`config.mk`:
```
export PLATFORM = sky130hd
export DESIGN_NAME = can_txsched
export DESIGN_NICKNAME = d
export VERILOG_FILES = /design/src/rtl/can_txsched_pkg.sv /design/src/rtl/can_txsched_buf.sv /design/src/rtl/can_txsched_pick.sv /design/src/rtl/can_txsched.sv
export SDC_FILE = /design/constraint.sdc
export NUM_CORES = 1
export LEC_CHECK = 0
export ABC_AREA = 1
export BUFFER_PORTS_ARGS = -buffer_cell sky130_fd_sc_hd__buf_4
export CELL_PAD_IN_SITES_DETAIL_PLACEMENT = 0
export CELL_PAD_IN_SITES_GLOBAL_PLACEMENT = 1
export CORE_MARGIN = 1
export CORE_UTILIZATION = 43
export CTS_CLUSTER_DIAMETER = 100
export CTS_CLUSTER_SIZE = 8
export DETAILED_ROUTE_END_ITERATION = 6
export PLACE_DENSITY_LB_ADDON = 0.25
export SLEW_MARGIN = 20
export SYNTH_ARGS = -nofsm -noshare
export SYNTH_HDL_FRONTEND = slang
export SYNTH_SLANG_ARGS = --single-unit
```
`constraint.sdc`:
```
create_clock -name clk -period 8.2 [get_ports clk]
set_clock_uncertainty 0.2 [all_clocks]
set_input_delay 0.82 -clock clk [delete_from_list [all_inputs] [get_ports clk]]
set_output_delay 0.82 -clock clk [all_outputs]
set_load 0.03 [all_outputs]
```
`src/rtl/can_txsched_pkg.sv`:
```
package can_txsched_pkg;

    typedef enum logic [1:0] {
        ST_IDLE  = 2'd0,
        ST_START = 2'd1,
        ST_WAIT  = 2'd2
    } sched_state_e;

    localparam int unsigned BYTE_W  = 8;
    localparam int unsigned PRIO_W  = 2;
    localparam int unsigned B_TXEN  = 7;
    localparam int unsigned B_ABT   = 6;
    localparam int unsigned B_LARB  = 5;
    localparam int unsigned B_BERR  = 4;
    localparam int unsigned B_REQ   = 3;
    localparam int unsigned B_ARTR  = 2;

endpackage

```
`src/rtl/can_txsched_buf.sv`:
```
module can_txsched_buf
    import can_txsched_pkg::*;
(
    input  logic              clk,
    input  logic              rst_n,
    input  logic              wr_en,
    input  logic [BYTE_W-1:0] wdata,
    input  logic              rtr_hit,
    input  logic              active,
    input  logic              oc_en,
    input  logic              oc_done,
    input  logic              oc_abt,
    input  logic              oc_lost,
    input  logic              oc_err,
    output logic [BYTE_W-1:0] ctrl,
    output logic              abort_pend
);
    logic              txen, abt, larb, berr, req, artr;
    logic [PRIO_W-1:0] prio;
    logic              take;

    assign take = active && oc_en && (oc_done || oc_abt || oc_lost || oc_err);

    always_ff @(posedge clk or negedge rst_n) begin
        if (!rst_n) begin
            txen <= 1'b0; abt <= 1'b0; larb <= 1'b0; berr <= 1'b0;
            req <= 1'b0; artr <= 1'b0; prio <= '0; abort_pend <= 1'b0;
        end else begin
            if (wr_en) begin
                txen <= wdata[B_TXEN];
                artr <= wdata[B_ARTR];
                prio <= wdata[PRIO_W-1:0];
                if (wdata[B_REQ] && !req) begin
                    req <= 1'b1; abt <= 1'b0; larb <= 1'b0;
                end else if (!wdata[B_REQ] && req) begin
                    if (active) begin
                        abort_pend <= 1'b1;
                    end else begin
                        req <= 1'b0; abt <= 1'b1;
                    end
                end
            end
            if (rtr_hit && artr && !req) begin
                req <= 1'b1; abt <= 1'b0; larb <= 1'b0;
            end
            if (take) begin
                abort_pend <= 1'b0;
                if (oc_done) begin
                    req <= 1'b0;
                end else if (oc_abt) begin
                    req <= 1'b0; abt <= 1'b1;
                end else begin
                    if (oc_lost) larb <= 1'b1;
                    if (oc_err)  berr <= 1'b1;
                    if (abort_pend) begin
                        req <= 1'b0; abt <= 1'b1;
                    end
                end
            end
        end
    end

    assign ctrl = {txen, abt, larb, berr, req, artr, prio};


    a_r5_done_clears: assert property (@(posedge clk) disable iff (!rst_n)
        (active && oc_en && oc_done) |=> !req);

    a_r9_set_clears_flags: assert property (@(posedge clk) disable iff (!rst_n)
        $rose(req) |-> (!abt && !larb));

    a_r10_rtr_disabled: assert property (@(posedge clk) disable iff (!rst_n)
        (rtr_hit && !artr && !wr_en && !take) |=> $stable(req));

    a_r7_idle_abort: assert property (@(posedge clk) disable iff (!rst_n)
        (wr_en && !wdata[B_REQ] && req && !active && !rtr_hit) |=> (!req && abt));
endmodule

```
`src/rtl/can_txsched_pick.sv`:
```
module can_txsched_pick
    import can_txsched_pkg::*;
#(
    parameter int unsigned NBUF  = 8,
    localparam int unsigned IDX_W = $clog2(NBUF)
) (
    input  logic [NBUF-1:0]             cand,
    input  logic [NBUF-1:0][PRIO_W-1:0] prio,
    output logic                        valid,
    output logic [IDX_W-1:0]            sel
);
    logic [PRIO_W-1:0] best;

    always_comb begin
        valid = 1'b0;
        sel   = '0;
        best  = '0;
        for (int i = 0; i < NBUF; i++) begin
            if (cand[i] && (!valid || prio[i] >= best)) begin
                valid = 1'b1;
                sel   = IDX_W'(i);
                best  = prio[i];
            end
        end
    end
endmodule

```
`src/rtl/can_txsched.sv`:
```
module can_txsched
    import can_txsched_pkg::*;
#(
    parameter int unsigned NBUF   = 8,
    localparam int unsigned IDX_W  = $clog2(NBUF),
    localparam int unsigned NREG   = NBUF / 2,
    localparam int unsigned ADDR_W = (NREG > 1) ? $clog2(NREG) : 1
) (
    input  logic              clk,
    input  logic              rst_n,
    input  logic              reg_wr,
    input  logic [ADDR_W-1:0] reg_addr,
    input  logic [15:0]       reg_wdata,
    output logic [15:0]       reg_rdata,
    input  logic              rtr_valid,
    input  logic [IDX_W-1:0]  rtr_idx,
    output logic              eng_start,
    output logic [IDX_W-1:0]  eng_idx,
    output logic              eng_abort,
    input  logic              eng_done,
    input  logic              eng_aborted,
    input  logic              eng_lost,
    input  logic              eng_err
);
    sched_state_e                 state;
    logic [IDX_W-1:0]             act_idx;
    logic [BYTE_W-1:0]            ctrl [NBUF];
    logic [NBUF-1:0]              pend;
    logic [NBUF-1:0]              cand;
    logic [NBUF-1:0][PRIO_W-1:0]  prio;
    logic                         pick_valid;
    logic [IDX_W-1:0]             pick_sel;
    logic                         outcome;
    logic                         in_wait;

    assign in_wait = (state == ST_WAIT);
    assign outcome = eng_done || eng_aborted || eng_lost || eng_err;

    for (genvar i = 0; i < NBUF; i++) begin : g_buf
        can_txsched_buf u_buf (
            .clk        (clk),
            .rst_n      (rst_n),
            .wr_en      (reg_wr && (reg_addr == ADDR_W'(i / 2))),
            .wdata      (reg_wdata[(i % 2) * BYTE_W +: BYTE_W]),
            .rtr_hit    (rtr_valid && (rtr_idx == IDX_W'(i))),
            .active     ((state != ST_IDLE) && (act_idx == IDX_W'(i))),
            .oc_en      (in_wait),
            .oc_done    (eng_done),
            .oc_abt     (eng_aborted),
            .oc_lost    (eng_lost),
            .oc_err     (eng_err),
            .ctrl       (ctrl[i]),
            .abort_pend (pend[i])
        );
        assign cand[i] = ctrl[i][B_TXEN] && ctrl[i][B_REQ];
        assign prio[i] = ctrl[i][PRIO_W-1:0];
    end

    can_txsched_pick #(.NBUF(NBUF)) u_pick (
        .cand  (cand),
        .prio  (prio),
        .valid (pick_valid),
        .sel   (pick_sel)
    );

    always_comb begin
        reg_rdata = '0;
        for (int r = 0; r < NREG; r++) begin
            if (reg_addr == ADDR_W'(r)) reg_rdata = {ctrl[2*r+1], ctrl[2*r]};
        end
    end

    always_ff @(posedge clk or negedge rst_n) begin
        if (!rst_n) begin
            state   <= ST_IDLE;
            act_idx <= '0;
        end else begin
            unique case (state)
                ST_IDLE: if (pick_valid) begin
                    state   <= ST_START;
                    act_idx <= pick_sel;
                end
                ST_START: state <= ST_WAIT;
                ST_WAIT:  if (outcome) state <= ST_IDLE;
                default:  state <= ST_IDLE;
            endcase
        end
    end

    always_comb begin
        eng_start = (state == ST_START);
        eng_idx   = act_idx;
        eng_abort = (state != ST_IDLE) && pend[act_idx];
    end


    a_r4_single_pulse: assert property (@(posedge clk) disable iff (!rst_n)
        eng_start |=> !eng_start);

    a_r4_hold_until_outcome: assert property (@(posedge clk) disable iff (!rst_n)
        (in_wait && !outcome) |=> !eng_start);

    a_r8_abort_drops_after_confirm: assert property (@(posedge clk) disable iff (!rst_n)
        (in_wait && eng_aborted) |=> !eng_abort);
endmodule

```
* After elaboration in Yosys (flattened, before gate mapping)
Index checks and enable logic that the tools add are counted.
Word-level totals: bits in registers 77, latch bits 0, RAM bits 0, memory bits (read-only) 0, output and inout port bits 21, logic and storage cells 534, memories kept 0
Cells by class: $add $sub $neg 0, $mul 0, divide/modulo/power cells 0, magnitude comparators 8, equal/unequal tests 29, shift-type cells 0, multiplexer cells 271, bitwise logic cells 2, reduce and logical (&&, ||, !) cells 158
Operator list (number):
- 1-bit two-way mux | 250
- 1-bit logical AND | 84
- 16-bit two-way mux | 4
- 4-bit AND reduction | 16
- 2-bit nonzero test | 25
- 3-bit equality test, second input constant | 8
- 2-bit two-way mux | 11
- 1-bit zero test | 17
- 2-bit by 1-bit != test with 1-bit output, second input constant | 8
- 2-bit greater-or-equal comparator | 7
- 3-bit by 2-bit equality test with 1-bit output, second input constant | 4
- 3-bit two-way mux | 4
- 1-bit logical OR | 10
- 2-bit equality test, second input constant | 3
- 3-bit by 1-bit equality test with 1-bit output, second input constant | 2
- 3-bit zero test | 2
- 2-bit case mux with 3 select lines | 1
- 2-bit by 1-bit equality test with 1-bit output, second input constant | 2
- 2-bit zero test | 2
- 3-bit by 4-bit less-than comparator with 1-bit output, second input constant | 1
- 2-bit != test, second input constant | 2
- 2-bit AND reduction | 2
- 1-bit binary-select mux with 3-bit select | 1
- 1-bit NOT | 2

* Longest topological paths before layout
word-level depth 32, gate-level depth with buffers 59, mapped depth without buffers 59

* By module
From an unflattened synthesis, not the netlist that was laid out.
Second synthesis, totals: cell total of the unflattened synthesis 894, area total of the unflattened synthesis 5656.7 µm²
By module, submodules not included:
- can_txsched_buf | instances 8, cells an instance 72, area each 501.7 µm²
- can_txsched | instances 1, cells an instance 190, area each 902.1 µm²
- can_txsched_pick | instances 1, cells an instance 128, area each 740.7 µm²

* Worst setup path before layout
No wires, ideal clock.
path type reg2reg, from reg g_buf[0].u_buf.req, to reg act_idx[2] (netlist: eng_idx[2]), setup time 120 ps, data arrival time 6175 ps, required time 7880 ps, slack 1705 ps, cell stages (with the launch flop) 55, path buffers 0, path through dfrtp_1 nand2_2 nor2_1 ha_1 inv_1 nand2_1 nand2_1 nand2_1 nand2_2 nand2_1 and2_2 ha_1 nand2_1 nand3_2 nand2_2 nand2_1 o21ai_2 ha_1 [... 19 more ...] nand2_4 nand2_1 and2_1 ha_1 o21ai_0 nand3b_1 nand3_1 nand3_1 o21ai_0 ha_1 a21oi_1 a31oi_1 nor2_1 nand2_1 inv_1 nand3_1 o21ai_0 inv_1
On the way: longest elaborated chain between the ends 31, elaborated cells between the ends (all ways) 49, those cells by class 7 x order compare; 19 x mux; 23 x reduce/logical
Ends and longest elaborated chain:
- from (decl) | line can_txsched_buf.sv:18 | logic txen, abt, larb, berr, req, artr;
- from (signal assigned) | line can_txsched_buf.sv:27 | req <= 1'b0; artr <= 1'b0; prio <= '0; abort_pend <= 1'b0;
- from (signal assigned) | line can_txsched_buf.sv:34 | req <= 1'b1; abt <= 1'b0; larb <= 1'b0;
- from (signal assigned) | line can_txsched_buf.sv:39 | req <= 1'b0; abt <= 1'b1;
- 1-bit logical AND (*) | line can_txsched.sv:55 | assign cand[i] = ctrl[i][B_TXEN] && ctrl[i][B_REQ];
- 2-bit two-way mux / 1-bit two-way mux (equally long branches) | line can_txsched_pick.sv:19 | if (cand[i] && (!valid || prio[i] >= best)) begin
- 2-bit greater-or-equal comparator / 1-bit zero test (equally long branches) | line can_txsched_pick.sv:19
- 1-bit logical OR | line can_txsched_pick.sv:19
- 1-bit logical AND | line can_txsched_pick.sv:19
- 2-bit two-way mux / 1-bit two-way mux (equally long branches) | line can_txsched_pick.sv:19
- 2-bit greater-or-equal comparator / 1-bit zero test (equally long branches) | line can_txsched_pick.sv:19
- 1-bit logical OR | line can_txsched_pick.sv:19
- [... 15 more ...]
- 1-bit logical OR | line can_txsched_pick.sv:19
- 1-bit logical AND | line can_txsched_pick.sv:19
- 2-bit two-way mux / 1-bit two-way mux (equally long branches) | line can_txsched_pick.sv:19
- 2-bit greater-or-equal comparator / 1-bit zero test (equally long branches) | line can_txsched_pick.sv:19
- 1-bit logical OR | line can_txsched_pick.sv:19
- 1-bit logical AND | line can_txsched_pick.sv:19
- 1-bit two-way mux | line can_txsched_pick.sv:19
- 2-bit AND reduction (no source line)
- to (signal assigned) | line can_txsched.sv:81 | act_idx <= pick_sel;
- to (decl) | line can_txsched.sv:26 | logic [IDX_W-1:0] act_idx;
Every way passes the cells marked *; elsewhere a longest branch is shown, timed or not. A chain may end at the register's enable or synchronous reset.

* Worst setup path in the final report
Same ends and word-level chain as after synthesis.

==> impl_metrics.tcl <==
set metrics [dict create \
    synth_edf_count 0 \
    synth_xor_area_share_pct 0 \
    cpMostUsedCell "nand2_1" \
    status "finished, final reports clean" \
    final-setup-viol-count 0 \
    crit_path_start "g_buf[0].u_buf.req" \
    worstReg2RegEnd "eng_idx[2]" \
    powerDensity_nw_per_um2 284 \
    synthMuxAreaShare_pct 0 \
    final_max_slew_viol_count 0 \
    avgSynthCellArea_um2 7.29 \
    ys.flop_type "dfrtp_1" \
    cp.depth 53 \
    maxCapViolations 0 \
    wire_per_inst_um 16.7 \
    clk_latency_ns 0.37 \
    rr_startpoint "g_buf[0].u_buf.req" \
    yosysTopAreaCell "dfrtp_1" \
    ant_nets 0 \
    worstPathArrival_ns 7.45 \
    crit_path_end "eng_idx[2]" \
    die_w_um 105 \
    drive_gt1_share_pct 13.3 \
    synth_compound_area_share_pct 18.3 \
    yosysWarnings 0 \
    crit_family "simple AND/OR/NAND/NOR gates" \
    p_total_mw 1.50 \
    drt_iter0_drc 262 \
    drc 0 \
    rr_worst_depth 53 \
    fin_crit_sh_pct 90.1 \
    start_util_pct 44.3 \
    grt_max_degree 78 \
    antennaDiodeCount 0 \
    cts.clk_slew.worst_paths_ns 0.08 \
    place_congestion 0.917 \
    worst_hold_slack_ns 0.239 \
    syn-cell-area_um2 4580 \
    fmax_mhz 135 \
    die_area_um2 11100 \
    p_switching_mw 0.610 \
    cp-start-kind "flop" \
    critPathRequiredTime_ns 8.27 \
    final_cell_mix "135 x nand2_1, 117 x inv_1, 89 x o21ai_0" \
    synth-seq-area-share_pct 42.1 \
    final_net_count 712 \
    p_int_mw 0.895 \
    clkSinkCount 77 \
    dpl.hpwl_um 10100 \
    routed_wirelength_um 13600 \
    rsz0062_at_grt "false" \
    synth_nets 669 \
    cts_root_buf "clkbuf_8" \
    post_cts_resized 0 \
    antenna_found_initial 0 \
    htreeDepth 3 \
    worst_slew_pin_slew_ns 0.962 \
    critPathKind "flop to flop" \
    io_buffers 43 \
    cts_tree "built" \
    p_leak_nw 2.65 \
    slowest_delay_ns 0.49 \
    syn_to_final_growth_pct 15.8 \
    vias 4313 \
    vias_per_cell 5.31 \
    ys_types 40 \
    slew_headroom_pct 35.8 \
    async_flop_share_pct 100 \
    min_path_type "input pin to asynchronous set/reset pin" \
    synth_adder_area_share_pct 3.28 \
    combPwrFrac_pct 37.0 \
    cts_made_buffers 9 \
    yosys.area_share.simple_pct 25.6 \
    slowest_stage "dfrtp_1" \
    synth_area_leaders "dfrtp_1 42%, nand2_1 11%, o21ai_0 9.7%" \
    post_cts_buffers 0 \
    synth_top_area_share_pct 42.1 \
    worst-path-buf-inv 5 \
    final_common_cell "nand2_1" \
    critPathMaxFanout 6 \
    clockPowerShare_pct 24.5 \
    layout_min_cycle_time_ns 7.39 \
    track_usage_pct 26.1 \
    clockBufferDepth 2 \
    fillers 1022 \
    num_io_pins 50 \
    fin_tns_setup_ns 0 \
    fp.dieH_um 105 \
    p_seq_share_pct 38.5 \
    final_core_util_pct 51.4 \
    grt_pass1_wl_um 21600 \
    cp-end-kind "flop" \
    ys_ff_latch 77 \
    std_cell_rows 37 \
    finalHoldViolCount 0 \
    postSynthCellCount 628 \
    grt_pass1_vias 4109 \
    ctsHoldBuffers 0 \
    rrSetupSlack_ns 0.81 \
    first_pass_iters 6 \
    vdd_drop_max_uv 166 \
    grt_overflow_total 0 \
    synth_top_family_by_area "simple AND/OR/NAND/NOR gates" \
    coreArea_um2 10300 \
    p_sw_share_pct 40.5 \
]
-- cells by family after synthesis --
group / count (synthesis)
AO/OA/AOI/OAI: 147
adder cells (fa/ha/maj): 12
buffers and inverters: 131
flip-flops: 77
AND/OR/NAND/NOR: 261
-- cells in the mapped netlist, drive strengths merged (3+ instances only) --
master / number
nand3: 18
nand4: 9
o2111ai: 4
o22ai: 8
nand2: 145
a21oi: 20
dfrtp: 77
ha: 12
nor3: 23
and2: 3
clkbuf: 13
or2: 8
inv: 118
nor2: 49
a31oi: 3
o21ai: 93
o21bai: 3
o31ai: 7
nor4: 4
-- stage by stage --
stage	instances	cell area, um2	setup slack (ns)
2_1_floorplan	628	4580	1.70
3_3_place_gp	796	5040	1.11
3_5_place_dp	796	5040	0.943
4_1_cts	812	5300	0.894
5_1_grt	812	5300	0.0109
6_report	812	5300	0.815
-- flip-flops by register name, summed over array words and instances, names as in the netlist --
name                    flops
g_buf.u_buf.prio           16
g_buf.u_buf.abort_pend      8
g_buf.u_buf.abt             8
g_buf.u_buf.artr            8
g_buf.u_buf.berr            8
g_buf.u_buf.larb            8
g_buf.u_buf.req             8
g_buf.u_buf.txen            8
eng_idx                     3
state                       2
-- how the worst min path moves through the flow --
stage	startpoint	end	slack, ns	cells after the start
2_1_floorplan	g_buf[7].u_buf.berr	g_buf[7].u_buf.berr	0.22	2
3_3_place_gp	g_buf[2].u_buf.berr	g_buf[2].u_buf.berr	0.24	2
3_5_place_dp	g_buf[3].u_buf.berr	g_buf[3].u_buf.berr	0.25	2
4_1_cts	g_buf[3].u_buf.berr	g_buf[3].u_buf.berr	0.27	2
5_1_grt	g_buf[7].u_buf.berr	g_buf[7].u_buf.berr	0.28	2
6_report	rst_n	g_buf[5].u_buf.larb	0.24	1
-- routing by layer --
| metal | vias up | wire, um | GRT usage, % |
|---|---|---|---|
| met1 | 2030 | 5990 | 32.9 |
| met4 | 0 | 367 | 9.86 |
| met5 | - | 0 | 0 |
| met3 | 24 | 797 | 7.11 |
| li1 | 2128 | - | - |
| met2 | 131 | 6440 | 42.3 |
-- cell type report --
cell class / instances / area (um2) / area share, %
flip-flops and latches: 77 / 1930 / 36.3
clock inverters: 5 / 106 / 2.01
multi-input cells: 420 / 2160 / 40.8
well taps: 136 / 170 / 3.21
clock buffers: 11 / 151 / 2.86
inverters: 118 / 443 / 8.35
repair buffers: 45 / 342 / 6.44
-- power by group through the flow --
stage	combinational (mW)	sequential, mW	clock [mW]
final	0.557	0.579	0.368
after global routing	0.626	0.592	0.390
after CTS	0.557	0.577	0.377
after detailed placement	0.553	0.583	0
after global placement	0.542	0.579	0
after floorplan	0.387	0.562	0
Power figures use the tool's default switching activity.
